`src/rtl/bbcdr_tracker.sv`:
```
module bbcdr_tracker #(
  parameter int PHASES   = 8,
  parameter int WBITS    = 4,
  parameter int ACC_W    = 8,
  parameter int KP_SH    = 1,
  parameter int KI_SH    = 3,
  parameter int LOCK_WIN = 16,
  parameter int LOCK_THR = 2
) (
  input  logic                      clk,
  input  logic                      rst_n,
  input  logic                      smp_vld,
  input  logic                      smp_data,
  input  logic                      smp_edge,
  output logic [$clog2(PHASES)-1:0] phase_sel,
  output logic [WBITS-1:0]          interp_wt,
  output logic                      locked
);
  localparam int PSEL_W = $clog2(PHASES);
  localparam int CODE_W = PSEL_W + WBITS;
  localparam int SW     = CODE_W + ACC_W + 2;
  localparam int CNT_W  = (LOCK_WIN > 1) ? $clog2(LOCK_WIN) : 1;
  localparam int NET_W  = $clog2(LOCK_WIN + 1) + 2;
  localparam logic signed [ACC_W-1:0] ACC_MAX = {1'b0, {(ACC_W-1){1'b1}}};
  localparam logic signed [ACC_W-1:0] ACC_MIN = {1'b1, {(ACC_W-1){1'b0}}};
  localparam logic signed [SW-1:0]    KP_STEP = SW'(1) << KP_SH;
  localparam logic signed [NET_W-1:0] THR     = NET_W'(LOCK_THR);

  logic                     prev_d, have_prev;
  logic signed [ACC_W-1:0]  acc, acc_nxt;
  logic [CODE_W-1:0]        code;
  logic [CNT_W-1:0]         win_cnt;
  logic signed [NET_W-1:0]  net, net_nxt;
  logic                     lock_q;
  logic signed [1:0]        err;
  logic signed [SW-1:0]     acc_ext, step;

  wire decide  = smp_vld && have_prev && (smp_data != prev_d);
  wire late    = (smp_edge == smp_data);
  wire win_end = smp_vld && (win_cnt == CNT_W'(LOCK_WIN - 1));

  assign err = decide ? (late ? -2'sd1 : 2'sd1) : 2'sd0;

  always_comb begin
    if (err > 0 && acc == ACC_MAX)      acc_nxt = acc;
    else if (err < 0 && acc == ACC_MIN) acc_nxt = acc;
    else                                acc_nxt = acc + ACC_W'(err);
  end

  assign acc_ext = SW'(acc_nxt);
  assign step    = (late ? -KP_STEP : KP_STEP) + (acc_ext >>> KI_SH);
  assign net_nxt = net + NET_W'(err);

  always_ff @(posedge clk or negedge rst_n) begin
    if (!rst_n) begin
      prev_d    <= 1'b0;
      have_prev <= 1'b0;
      acc       <= '0;
      code      <= '0;
    end else if (smp_vld) begin
      prev_d    <= smp_data;
      have_prev <= 1'b1;
      if (decide) begin
        acc  <= acc_nxt;
        code <= code + step[CODE_W-1:0];
      end
    end
  end

  always_ff @(posedge clk or negedge rst_n) begin
    if (!rst_n) begin
      win_cnt <= '0;
      net     <= '0;
      lock_q  <= 1'b0;
    end else if (smp_vld) begin
      if (win_end) begin
        win_cnt <= '0;
        net     <= '0;
        lock_q  <= (net_nxt <= THR) && (net_nxt >= -THR);
      end else begin
        win_cnt <= win_cnt + 1'b1;
        net     <= net_nxt;
      end
    end
  end

  assign phase_sel = code[CODE_W-1:WBITS];
  assign interp_wt = code[WBITS-1:0];
  assign locked    = lock_q;
endmodule

```
`config.mk`:
```
export PLATFORM = sky130hd
export DESIGN_NAME = bbcdr_tracker
export DESIGN_NICKNAME = d
export VERILOG_FILES = /design/src/rtl/bbcdr_tracker.sv
export SDC_FILE = /design/constraint.sdc
export NUM_CORES = 1
export LEC_CHECK = 0
export ABC_AREA = 1
export BUFFER_PORTS_ARGS = -buffer_cell sky130_fd_sc_hd__buf_2
export CORE_MARGIN = 4
export CORE_UTILIZATION = 66
export DETAILED_ROUTE_END_ITERATION = 16
export GPL_ROUTABILITY_DRIVEN = 0
export GPL_TIMING_DRIVEN = 0
export PLACE_DENSITY = 0.82
export SKIP_CTS_REPAIR_TIMING = 1
export SYNTH_ARGS = -nofsm -noshare
export SYNTH_HDL_FRONTEND = slang
export SYNTH_SLANG_ARGS = --single-unit
```
`constraint.sdc`:
```
create_clock -name clk -period 8 [get_ports clk]
set_clock_uncertainty 0.2 [all_clocks]
set_input_delay 0 -clock clk [delete_from_list [all_inputs] [get_ports clk]]
set_output_delay 0 -clock clk [all_outputs]
set_load 0.01 [all_outputs]
```
### After elaboration in Yosys (flattened, before gate mapping)

Cells that the tools add are included.

* output and inout bits: 8
* flip-flop bits (word level): 29
* logic and storage cells: 40
* input port bits: 5

* add/subtract/negate cells: 5
* reductions and logical operators: 9
* magnitude comparators: 4
* mux-type cells: 7
* bitwise operators: 2
* eq/ne operators: 5

Operator list (number)
* 8-bit == test, second input constant: 2
* 8-bit 2-to-1 mux: 2
* 7-bit 2-to-1 mux: 2
* 8-bit by 2-bit adder with 8-bit output: 1
* 7-bit by 2-bit adder with 7-bit output: 1
* 7-bit by 5-bit adder with 7-bit output: 1
* 7-bit adder: 1
* 7-bit by 2-bit >= comparator with 1-bit output, second input constant: 1
* 7-bit by 3-bit <= comparator with 1-bit output, second input constant: 1
* 1-bit logical AND: 6
* 4-bit by 1-bit adder with 4-bit output, second input constant: 1
* 4-bit == test, second input constant: 1
* 2-bit 2-to-1 mux: 2
* 4-bit 2-to-1 mux: 1
* 2-bit AND reduction: 2
* 4-bit AND reduction: 1
* 2-bit by 1-bit greater-than comparator with 1-bit output, second input constant: 1
* 2-bit by 1-bit < comparator with 1-bit output, second input constant: 1
* 1-bit inverter: 2
* 1-bit == test: 1
* 1-bit inequality test: 1

### Longest topological paths before layout

* depth after elaboration: 9
* depth in mapped cells: 29
* mapped depth without buffers: 28

### Least setup slack after synthesis

OpenSTA, ideal clock, no wires.

* path kind: register to register
* start: register prev_d
* end: register code[6]
* clock period less this slack: 3875 ps
* cell stages (with the launch flop): 27
* library setup time: 117 ps
* required time: 7683 ps
* buffers on the path: 1
* data arrival time: 3558 ps
* setup slack: 4125 ps
* path through: dfrtp_1 > nor2_1 > nor2_8 > nand2_4 > inv_1 > buf_4 > ha_1 > ha_1 > inv_1 > nand2_1 > nand4_1 > o21ai_0 > xnor2_1 > nand2_1 > nand2_1 > fa_1 > inv_1 > ha_1 > nand2_1 > nand3_1 > nand2_1 > nand2_1 > a21oi_1 > xor2_1 > nand3_1 > nand3_1 > nand2_1

* longest elaborated chain between the ends: 9
* elaborated cells between the ends (all ways): 13
* classes of those cells: 3 x add/sub; 2 x order compare; 1 x eq/ne; 3 x mux; 4 x reduce/logical

Ends and longest elaborated chain
* start, declared: line 29 `logic prev_d, have_prev;`
* start signal, assigned: line 61 `prev_d <= smp_data;`
* 1-bit inequality test (*): line 38 `wire decide = smp_vld && have_prev && (smp_data != prev_d);`
* 1-bit logical AND (*): line 38
* branches (longest 7 deep; another with 8-bit by 2-bit adder with 8-bit output)
* end signal, assigned: line 65 `code <= code + step[CODE_W-1:0];`
* end, declared: line 31 `logic [CODE_W-1:0] code;`

Every way passes the cells marked *.
A chain may end at the register's enable or synchronous reset.

### Worst setup path in the final report

Ends and elaborated chain as after synthesis.

==> impl_results.md <==
* Post-synth EDFFs at 0
* Clock Tree Buf Depth at 2
* Max-slew violations at 0
* DIE WIDTH at 67.9 um
* Synth Register Bits at 29
* DRT Pass-1 Iters at 4
* Setup crit start: prev_d$_DFFE_PN0P_
* GR Overflow Total at 0
* Critical Path Start Type: register
* Worst skew pair latency at 0.35 ns
* CP Class: register to register
* Setup_tns at 0 ns
* Final worst path period share at 54.7%
* Gate Count Post-Synth at 331
* CP top delay family: simple AND/OR/NAND/NOR gates
* Post-synth net total at 355
* I/O pins at 13
* Mean post-synth cell area at 7.16 sq um
* Synth top area share at 30.6%
* Placed cell area at 2480 sq um
* P&R area growth vs syn at 9.77%
* Post-synth ARST share at 100%
* Pin count of the biggest net entering global routing at 30
* Peak VDD IR at 0.271 mV
* Inserted Diodes at 0
* Max incr delay on CP at 0.48 ns
* CTS tree: yes
* Failing checks: negative hold slack
* Vias in the first global route at 2031
* Least-Margin Pin Slew at 0.661 ns
* Power per Cell Area at 376 nW/um^2
* Max-cap viol count at 0
* Drt initial violations at 170
* Worst Path Buf+Inv at 5
* Cell area after synthesis at 2370 sq um
* RSZ-0062 raised after global routing: false
* Htree depth at 2
* Worst rel slew slack at 55.9%
* Post-route ant nets at 0
* WP data required at 8.09 ns
* Number of vias in the routed layout at 2132
* Initial core utilization at 69.9%
* Yosys top cell by area: dfrtp_1
* CTS Root Cell: clkbuf_4
* HPWL Detailed at 3.83 mm
* CP Capture Type: register
* Initial antenna violation count at 0
* Crit-path slowest cell: fa_1
* Port bufs at 11
* Cell row count at 21
* First-pass GRT wire length at 9.00 mm
* Top FF cell, synth: dfrtp_1
* # setup viols final at 0
* Synth cell types at 34
* TritonCTS sink count at 29
* Pleak at 1.45 nW
* Layout Cell Area excl Fill at 2600 sq um
* CTS buffer count at 5
* Nets@finish at 376
* Hold Vio Cnt, Final at 6
* CP Max Fanout at 11
* Min Tclk post-route at 4.38 ns
* Total power at 0.000977 W
* Avg Vias per Cell at 5.34
* Core Footprint at 3390 sq um
* DRC viols at 0
* Die Height at 67.9 um
* Die Area at 4610 sq um
* Synth warn at 0
* All-Layer GR Usage at 26.6%
* Routed WL at 5.12 mm
* Layout cell share with drive strength beyond 1 at 12.5%
* WL/cell at 12.8 um
* Clk pin slew, worst setup/hold paths at 0.11 ns
* Synth top area cells: dfrtp_1, nand2_1, inv_1, ha_1, o21ai_0
* Status: finished, violations left
* Hold WC Path Type: input pin to asynchronous set/reset pin
* Crit path top cell by count: nand2_1
* Worst hold slack at -0.00199 ns
* Critical Path AT at 4.47 ns
* Seq/Total Area, Yosys at 30.6%
* R2R Path Start: prev_d$_DFFE_PN0P_
* Max Clock Freq at 0.228 GHz
==> cell families after synthesis <==
kind of cell / Yosys count / synth area share (%)
AOI/OAI and AO/OA: 38 / 9.14
xor gates and xnor gates: 9 / 3.33
adders and majority gates: 19 / 11.6
buffers and inverters: 67 / 11.6
DFF: 29 / 30.6
and+or+nand+nor: 169 / 33.7
==> registers in the layout, summed over array words and instances (netlist names) <==
register and cells:
acc 8, code 7, have_prev 1, locked 1, net 7, prev_d 1, win_cnt 4
==> power by group <==
group	leakage, nW	total, W	internal, W	switching (W)
clock network	0.0445	0.000134	0.0000742	0.0000603
logic	1.05	0.000576	0.000226	0.000350
registers	0.355	0.000267	0.000209	0.0000581
==> placed cells by master (no fill, tap or decap), types with 2 or more instances in the layout <==
cell,n
nand2_1,104
inv_1,61
dfrtp_1,29
o21ai_0,24
nand3_1,23
ha_1,14
buf_2,11
nor2_1,9
nand4_1,7
nand2_2,5
nor4_1,5
xnor2_1,5
fa_1,5
clkbuf_4,5
nand2_4,4
xor2_1,4
a21oi_1,4
o22ai_1,4
or2_2,3
dlygate4sd3_1,3
buf_6,2
buf_4,2
nor2_2,2
nor3_1,2
==> layout make-up <==
class	instances	area (sq um)
Timing Repair Buffer	14	85.1
Tap cell	46	57.6
Multi-Input combinational cell	235	1370
Inverter	63	236
Clock inverter	2	37.5
Buffer	4	37.5
Sequential cell	29	726
Clock buffer	6	51.3
Fill cell	266	790
==> Yosys cell counts, types with 3 or more instances <==
cell / instances
xor2_1: 4
nor4_1: 5
or2_2: 3
nand2_2: 5
fa_1: 5
ha_1: 14
a21oi_1: 4
inv_1: 61
o21ai_0: 24
nand2_4: 4
xnor2_1: 5
dfrtp_1: 29
nand4_1: 7
nor2_1: 9
nand3_1: 23
nand2_1: 104
o22ai_1: 4
==> through the flow <==
step,std cells,utilization (%),setup WS (ns)
3_3_place_gp,388,73.2,3.75
6_report,399,76.7,3.62
4_1_cts,396,75.8,3.62
3_5_place_dp,388,73.2,3.67
2_1_floorplan,331,-,4.13
5_1_grt,399,76.7,3.35
==> layer usage <==
metal / GRT usage [%] / wire length, um
met3: 4.76 / 229
met5: 0 / 0
met1: 36.0 / 2400
met2: 41.7 / 2400
met4: 12.2 / 94
==> final timing paths <==
path                       slack [ns]                   to  depth (start not counted)
max                              3.62  code[6]$_DFFE_PN0P_                         27
min                            -0.002  code[0]$_DFFE_PN0P_                          2
max reg2reg                      3.62  code[6]$_DFFE_PN0P_                         27
min reg2reg                      0.28   locked$_DFFE_PN0P_                          2
max in group asynchronous        7.17  code[6]$_DFFE_PN0P_                          2
min in group clk                 0.12  code[6]$_DFFE_PN0P_                          8
No activity file was read; power rests on OpenSTA's default activity.
